## src/rtl/grid_pll_pkg.sv

```systemverilog
package grid_pll_pkg;

  localparam int RND_NEAR  = 0;
  localparam int RND_UP    = 1;
  localparam int RND_DOWN  = 2;

  // Accumulator increment per sample for a frequency given in millihertz.
  function automatic longint unsigned hz_to_word(input longint unsigned mhz,
                                                 input longint unsigned fs_hz,
                                                 input int aw,
                                                 input int mode);
    longint unsigned num;
    longint unsigned den;
    num = (64'd1 << aw) * mhz;
    den = fs_hz * 64'd1000;
    case (mode)
      RND_NEAR: return (num + den / 2) / den;
      RND_UP:   return (num + den - 1) / den;
      default:  return num / den;
    endcase
  endfunction

  // Symmetric clamp used by the loop integrator.
  function automatic logic signed [63:0] clamp_sym(input logic signed [63:0] v,
                                                   input logic signed [63:0] lim);
    if (v > lim) return lim;
    if (v < -lim) return -lim;
    return v;
  endfunction

endpackage

```

## src/rtl/grid_pll_wave.sv

```systemverilog
// Computed full-cycle wave table: a parabola per half cycle, several read ports.
module grid_pll_wave #(
  parameter int TW    = 11,
  parameter int TBW   = 16,
  parameter int NPORT = 2
) (
  input  logic [NPORT-1:0][TW-1:0]  idx,
  output logic [NPORT-1:0][TBW-1:0] val
);
  localparam int PW   = 2 * TW;
  localparam int HALF = 2 ** (TW - 1);
  localparam int SH   = 2 * TW - TBW - 2;

  for (genvar p = 0; p < NPORT; p++) begin : g_port
    logic [PW-1:0] h;
    logic [PW-1:0] mag;
    always_comb begin
      h   = PW'(idx[p][TW-2:0]);
      mag = (h * (PW'(HALF) - h)) >> SH;
      val[p] = idx[p][TW-1] ? TBW'(-mag) : TBW'(mag);
    end
  end
endmodule

```

## src/rtl/grid_pll_detect.sv

```systemverilog
// Multiplying phase detector: sample times reference cosine, rescaled.
module grid_pll_detect #(
  parameter int SW  = 16,
  parameter int TBW = 16
) (
  input  logic signed [SW-1:0]     smp,
  input  logic signed [TBW-1:0]    ref_c,
  output logic signed [SW+TBW-1:0] err
);
  localparam int PW = SW + TBW;
  logic signed [PW-1:0] smp_x;
  logic signed [PW-1:0] ref_x;
  logic signed [PW-1:0] prod;

  assign smp_x = {{TBW{smp[SW-1]}}, smp};
  assign ref_x = {{SW{ref_c[TBW-1]}}, ref_c};
  assign prod  = smp_x * ref_x;
  assign err   = prod >>> (TBW - 2);
endmodule

```

## src/rtl/grid_pll_loopfilt.sv

```systemverilog
// Proportional-integral loop filter with a saturating integrator.
module grid_pll_loopfilt
  import grid_pll_pkg::*;
#(
  parameter int     EW    = 32,
  parameter int     GW    = 16,
  parameter int     KP_SH = 4,
  parameter int     KI_SH = 8,
  parameter int     IW    = 32,
  parameter longint ILIM  = 262144
) (
  input  logic                 clk,
  input  logic                 rst_n,
  input  logic                 adv,
  input  logic signed [EW-1:0] err,
  input  logic [GW-1:0]        kp,
  input  logic [GW-1:0]        ki,
  output logic signed [IW-1:0] integ_q,
  output logic signed [63:0]   corr
);
  logic signed [63:0] e64, kp64, ki64, i64;
  logic signed [63:0] prop, i_step, integ_n;

  assign e64  = {{(64-EW){err[EW-1]}}, err};
  assign kp64 = {{(64-GW){1'b0}}, kp};
  assign ki64 = {{(64-GW){1'b0}}, ki};
  assign i64  = {{(64-IW){integ_q[IW-1]}}, integ_q};

  assign prop    = (e64 * kp64) >>> KP_SH;
  assign i_step  = (e64 * ki64) >>> KI_SH;
  assign integ_n = clamp_sym(i64 + i_step, 64'(ILIM));
  assign corr    = prop + integ_n;

  always_ff @(posedge clk or negedge rst_n) begin
    if (!rst_n)   integ_q <= '0;
    else if (adv) integ_q <= IW'(integ_n);
  end
endmodule

```

## src/rtl/grid_pll_nco.sv

```systemverilog
// Phase accumulator stepped by nominal increment plus loop correction.
module grid_pll_nco #(
  parameter int            AW  = 32,
  parameter int            TW  = 11,
  parameter logic [AW-1:0] NOM = AW'(8589935),
  parameter logic [AW-1:0] LO  = AW'(8504036),
  parameter logic [AW-1:0] HI  = AW'(8675833)
) (
  input  logic               clk,
  input  logic               rst_n,
  input  logic               adv,
  input  logic signed [63:0] corr,
  output logic [TW-1:0]      phase,
  output logic [AW-1:0]      inc,
  output logic               alarm_n
);
  logic [AW-1:0]      acc;
  logic signed [63:0] sum;

  assign sum     = $signed({{(64-AW){1'b0}}, NOM}) + corr;
  assign inc     = sum[AW-1:0];
  assign phase   = acc[AW-1 -: TW];
  assign alarm_n = (inc < LO) || (inc > HI);

  always_ff @(posedge clk or negedge rst_n) begin
    if (!rst_n)   acc <= '0;
    else if (adv) acc <= acc + inc;
  end
endmodule

```

## src/rtl/grid_pll.sv

```systemverilog
module grid_pll
  import grid_pll_pkg::*;
#(
  parameter int          SW         = 16,
  parameter int          AW         = 32,
  parameter int          TW         = 11,
  parameter int          TBW        = 16,
  parameter int          GW         = 16,
  parameter int          LTW        = 32,
  parameter int          KP_SH      = 4,
  parameter int          KI_SH      = 8,
  parameter int          IW         = 32,
  parameter longint      ILIM       = 262144,
  parameter int          LOCK_N     = 16,
  parameter int unsigned FS_HZ      = 25000,
  parameter int unsigned F_NOM_MHZ  = 50000,
  parameter int unsigned F_BAND_MHZ = 500
) (
  input  logic           clk,
  input  logic           rst_n,
  input  logic           s_valid,
  output logic           s_ready,
  input  logic [SW-1:0]  s_sample,
  output logic           m_valid,
  input  logic           m_ready,
  output logic [TW-1:0]  m_phase,
  output logic [TBW-1:0] m_sine,
  output logic [AW-1:0]  m_freq,
  input  logic [GW-1:0]  kp,
  input  logic [GW-1:0]  ki,
  input  logic [LTW-1:0] lock_thr,
  output logic           locked,
  output logic           freq_alarm
);
  localparam logic [AW-1:0] NOM_INC  = AW'(hz_to_word(64'(F_NOM_MHZ), 64'(FS_HZ), AW, RND_NEAR));
  localparam logic [AW-1:0] ALARM_LO = AW'(hz_to_word(64'(F_NOM_MHZ - F_BAND_MHZ), 64'(FS_HZ), AW, RND_UP));
  localparam logic [AW-1:0] ALARM_HI = AW'(hz_to_word(64'(F_NOM_MHZ + F_BAND_MHZ), 64'(FS_HZ), AW, RND_DOWN));
  localparam int            QTR      = 2 ** (TW - 2);
  localparam int            CW       = $clog2(LOCK_N + 1);
  localparam int            EW       = SW + TBW;

  logic                       accept;
  logic [TW-1:0]              ph_now;
  logic [1:0][TW-1:0]         wv_idx;
  logic [1:0][TBW-1:0]        wv_val;
  logic signed [EW-1:0]       err;
  logic signed [63:0]         corr;
  logic signed [IW-1:0]       integ_q;
  logic [AW-1:0]              inc;
  logic                       alarm_n;
  logic [63:0]                abs_corr;
  logic                       quiet;
  logic [CW-1:0]              cnt_q, cnt_n;

  assign s_ready = !m_valid || m_ready;
  assign accept  = s_valid && s_ready;

  // port 0: sine at current phase, port 1: cosine (quarter cycle ahead)
  assign wv_idx[0] = ph_now;
  assign wv_idx[1] = ph_now + TW'(QTR);

  grid_pll_wave #(.TW(TW), .TBW(TBW), .NPORT(2)) u_wave (
    .idx (wv_idx),
    .val (wv_val)
  );

  grid_pll_detect #(.SW(SW), .TBW(TBW)) u_det (
    .smp   ($signed(s_sample)),
    .ref_c ($signed(wv_val[1])),
    .err   (err)
  );

  grid_pll_loopfilt #(
    .EW(EW), .GW(GW), .KP_SH(KP_SH), .KI_SH(KI_SH), .IW(IW), .ILIM(ILIM)
  ) u_filt (
    .clk     (clk),
    .rst_n   (rst_n),
    .adv     (accept),
    .err     (err),
    .kp      (kp),
    .ki      (ki),
    .integ_q (integ_q),
    .corr    (corr)
  );

  grid_pll_nco #(
    .AW(AW), .TW(TW), .NOM(NOM_INC), .LO(ALARM_LO), .HI(ALARM_HI)
  ) u_nco (
    .clk     (clk),
    .rst_n   (rst_n),
    .adv     (accept),
    .corr    (corr),
    .phase   (ph_now),
    .inc     (inc),
    .alarm_n (alarm_n)
  );

  // lock qualification on the size of the loop correction
  assign abs_corr = corr[63] ? 64'(-corr) : 64'(corr);
  assign quiet    = abs_corr < {{(64-LTW){1'b0}}, lock_thr};

  always_comb begin
    if (!quiet)                     cnt_n = '0;
    else if (cnt_q == CW'(LOCK_N))  cnt_n = cnt_q;
    else                            cnt_n = cnt_q + 1'b1;
  end

  always_ff @(posedge clk or negedge rst_n) begin
    if (!rst_n) begin
      cnt_q      <= '0;
      locked     <= 1'b0;
      freq_alarm <= 1'b0;
    end else if (accept) begin
      cnt_q      <= cnt_n;
      locked     <= (cnt_n == CW'(LOCK_N));
      freq_alarm <= alarm_n;
    end
  end

  // single-entry result register
  always_ff @(posedge clk or negedge rst_n) begin
    if (!rst_n) begin
      m_valid <= 1'b0;
      m_phase <= '0;
      m_sine  <= '0;
      m_freq  <= '0;
    end else if (accept) begin
      m_valid <= 1'b1;
      m_phase <= ph_now;
      m_sine  <= wv_val[0];
      m_freq  <= inc;
    end else if (m_ready) begin
      m_valid <= 1'b0;
    end
  end
endmodule

```

## config.mk

```make
export PLATFORM = sky130hd
export DESIGN_NAME = grid_pll
export DESIGN_NICKNAME = d
export VERILOG_FILES = /design/src/rtl/grid_pll_pkg.sv /design/src/rtl/grid_pll_wave.sv /design/src/rtl/grid_pll_detect.sv /design/src/rtl/grid_pll_loopfilt.sv /design/src/rtl/grid_pll_nco.sv /design/src/rtl/grid_pll.sv
export SDC_FILE = /design/constraint.sdc
export NUM_CORES = 2
export LEC_CHECK = 0
export CAP_MARGIN = 20
export CORE_MARGIN = 3
export CORE_UTILIZATION = 35
export CTS_CLUSTER_DIAMETER = 40
export CTS_CLUSTER_SIZE = 16
export DETAILED_ROUTE_END_ITERATION = 10
export DONT_BUFFER_PORTS = 1
export PLACE_DENSITY = 0.58
export SYNTH_ARGS = -nofsm -noshare
export SYNTH_HDL_FRONTEND = slang
export SYNTH_SLANG_ARGS = --single-unit
```

## constraint.sdc

```tcl
create_clock -name clk -period 65.7 [get_ports clk]
set_input_delay 6.57 -clock clk [delete_from_list [all_inputs] [get_ports clk]]
set_output_delay 6.57 -clock clk [all_outputs]
set_load 0.02 [all_outputs]
```

==> flow_metrics.tcl <==
set metrics [dict create \
    area_growth_pct 5.164 \
    drt-total-wl_um 130400 \
    drive_gt1_frac 0.02952 \
    async_reset_ff_frac 1.000 \
    drc 0 \
    synthTopCellsByArea "fa_1 (38%), ha_1 (12%), inv_1 (9.0%)" \
    htreeDepth 4 \
    fin_crit_sh 0.4644 \
    dieWidth_um 384.7 \
    initial_core_util 0.3536 \
    grt_pass1_wl_um 214400 \
    path_max_fanout 52 \
    ys.flop_type "dfrtp_1" \
    fin_nets 7197 \
    cts.reportedPaths.clkPinSlew_ns 0.07 \
    status "complete, no violations" \
    crit_arrival_ns 30.85 \
    antenna_found_initial 4 \
    syn_inst 5837 \
    post_cts_resize_count 0 \
    antenna_left 0 \
    crit_type "reg2reg" \
    core.rowCount 138 \
    cp_slowest_cell "a311oi_1" \
    layout.cells.non_filler 7584 \
    ys_seq_area_frac 0.06533 \
    rsz0062_at_grt "false" \
    ys_seq_elements 131 \
    grt_pass1_vias 39870 \
    drv_cap 0 \
    hpwlAfterDp_um 107100 \
    clock_latency_ns 0.47 \
    synth_edf_count 0 \
    cts_buffers 17 \
    cp_common_cell "fa_1" \
    fin_tns_setup_ns 0 \
    cts_hold_buf 0 \
    crit_path_end_kind "register" \
    dieHeight_um 384.7 \
    crit_required_ns 66.04 \
    drtPass1Iterations 5 \
    utilization 0.3718 \
    hold_path_class "reg2reg" \
    yosys.area.top_type "fa_1" \
    place.port_buffers 0 \
    tightest_slew_ns 1.095 \
    routed-via-count 37840 \
    cts_tree "done" \
    cp-start-kind "register" \
    max_freq_mhz 32.78 \
    slew_headroom 0.2665 \
    grt_max_degree 132 \
    fin_worst_skew_ns 0.02367 \
    slowest_delay_ns 0.80 \
    dieArea_um2 148000 \
    drt-initial-drc-count 1957 \
    drv_slew 0 \
    synthDistinctLibCells 106 \
    synthesis.area_um2 50180 \
    fin_crit_ns 30.51 \
    final_hold_viol_count 0 \
    grt-ovfl-total 0 \
    setup_viol 0 \
    synth_top_area_frac 0.3790 \
    core_um2 141900 \
    dp_cells 7548 \
    vias_per_cell 4.989 \
    cts_setup_buffers 0 \
    cts.path.max_buffers 2 \
    cts.sinks 131 \
    cts_root_buffer "clkbuf_16" \
    grtUsageTotal 0.1809 \
    place_congestion 0.9018 \
    io_pins 147 \
    avgSynthCellArea_um2 8.597 \
    yosys_warnings 0 \
    wire_per_inst_um 17.19 \
]
-- final cells by class --
| cell class | instances | area (um2) |
|---|---|---|
| multi-input combinational | 4276 | 41670 |
| tap | 1890 | 2365 |
| timing repair buffer | 42 | 321.6 |
| antenna | 3 | 7.507 |
| clock buffer | 18 | 429.2 |
| fill | 14530 | 89160 |
| clock inverter | 14 | 163.9 |
| sequential | 131 | 3278 |
| inverter | 1210 | 4542 |
-- metal layers --
metal / global-route usage / up-vias / wire (um) / share of wire
met5: 0 / - / 9 / 0.000069
met4: 0.03442 / 2 / 2677 / 0.021
met3: 0.02099 / 127 / 6166 / 0.047
met2: 0.3227 / 761 / 65770 / 0.50
met1: 0.2365 / 19240 / 55750 / 0.43
li1: - / 17710 / - / -
-- Yosys cell counts, types with 79 or more instances --
cell,n
ha_1,485
fa_1,950
nor2_1,233
xnor2_1,183
nand2_1,748
xor2_1,97
dfrtp_1,131
and2_1,403
nand2b_1,79
o21ai_0,163
inv_1,1208
clkbuf_1,195
a21oi_1,177
-- critical path, delay by kind of cell, from the launching register on --
family	cells	cell delay [ns]
flops	1	0.77
buf+inv	18	2.75
compound gates	33	9.34
simple gates	19	3.74
mux	2	0.51
fa+ha+maj	25	11.63
xor+xnor	5	1.61
-- cells in the final DEF (no fill, tap or decap), types with 11 or more instances in the layout --
| cell | n |
|---|---|
| a211o_1 | 11 |
| a211oi_1 | 19 |
| a21o_1 | 74 |
| a21oi_1 | 177 |
| a31oi_1 | 30 |
| and2_1 | 402 |
| and3_1 | 35 |
| buf_4 | 41 |
| clkbuf_16 | 17 |
| conb_1 | 14 |
| dfrtp_1 | 131 |
| fa_1 | 950 |
| ha_1 | 485 |
| inv_1 | 1208 |
| nand2_1 | 747 |
| nand2b_1 | 79 |
| nand3_1 | 60 |
| nand4_1 | 29 |
| nor2_1 | 227 |
| nor2b_1 | 49 |
| nor3_1 | 67 |
| nor4_1 | 14 |
| o211ai_1 | 16 |
| o21a_1 | 39 |
| o21ai_0 | 163 |
| o21bai_1 | 20 |
| o31a_1 | 17 |
| o31ai_1 | 26 |
| or2_2 | 16 |
| or3_1 | 22 |
| xnor2_1 | 171 |
| xnor2_2 | 16 |
| xor2_1 | 92 |
-- flip-flops by register name, summed over array words and instances (netlist names) --
register	flops
m_sine	16
cnt_q	5
locked	1
freq_alarm	1
m_phase	11
u_nco.acc	32
m_freq	32
u_filt.integ_q	32
m_valid	1
-- per-stage QoR --
step | worst slack [ns] | hold WS [ns] | cell area (um2)
global placement | 35.87 | 0.4611 | 52160
global route | 33.24 | 0.5138 | 52770
finish | 35.19 | 0.4820 | 52770
CTS | 35.25 | 0.4824 | 52750
detailed placement | 35.39 | 0.4682 | 52160
floorplan | 39.49 | 0.4453 | 50230
-- final timing paths --
kind                                     from            endpoint  slack (ns)  depth (start not counted)
worst max-delay path            u_nco.acc[21]            cnt_q[2]       35.19                        102
worst min-delay path             u_nco.acc[9]        u_nco.acc[9]        0.48                          2
worst max register to register  u_nco.acc[21]            cnt_q[2]       35.19                        102
worst min register to register   u_nco.acc[9]        u_nco.acc[9]        0.48                          2
max in group asynchronous               rst_n          m_freq[17]       59.42                          0
min in group asynchronous               rst_n  u_filt.integ_q[31]        5.81                          0
-- logic make-up after synthesis --
| kind of cell | share of synthesized area |
|---|---|
| AO/OA/AOI/OAI | 0.09485 |
| XOR/XNOR | 0.05179 |
| adder cells (fa/ha/maj) | 0.4999 |
| buffers and inverters | 0.1087 |
| flip-flops | 0.06533 |
| multiplexers | 0.002094 |
| other | 0.0001497 |
| AND/OR/NAND/NOR | 0.1772 |
Power is left out: the tool's default activity adds up to more than one toggle a clock period on the data nets, which glitch-free logic cannot reach.
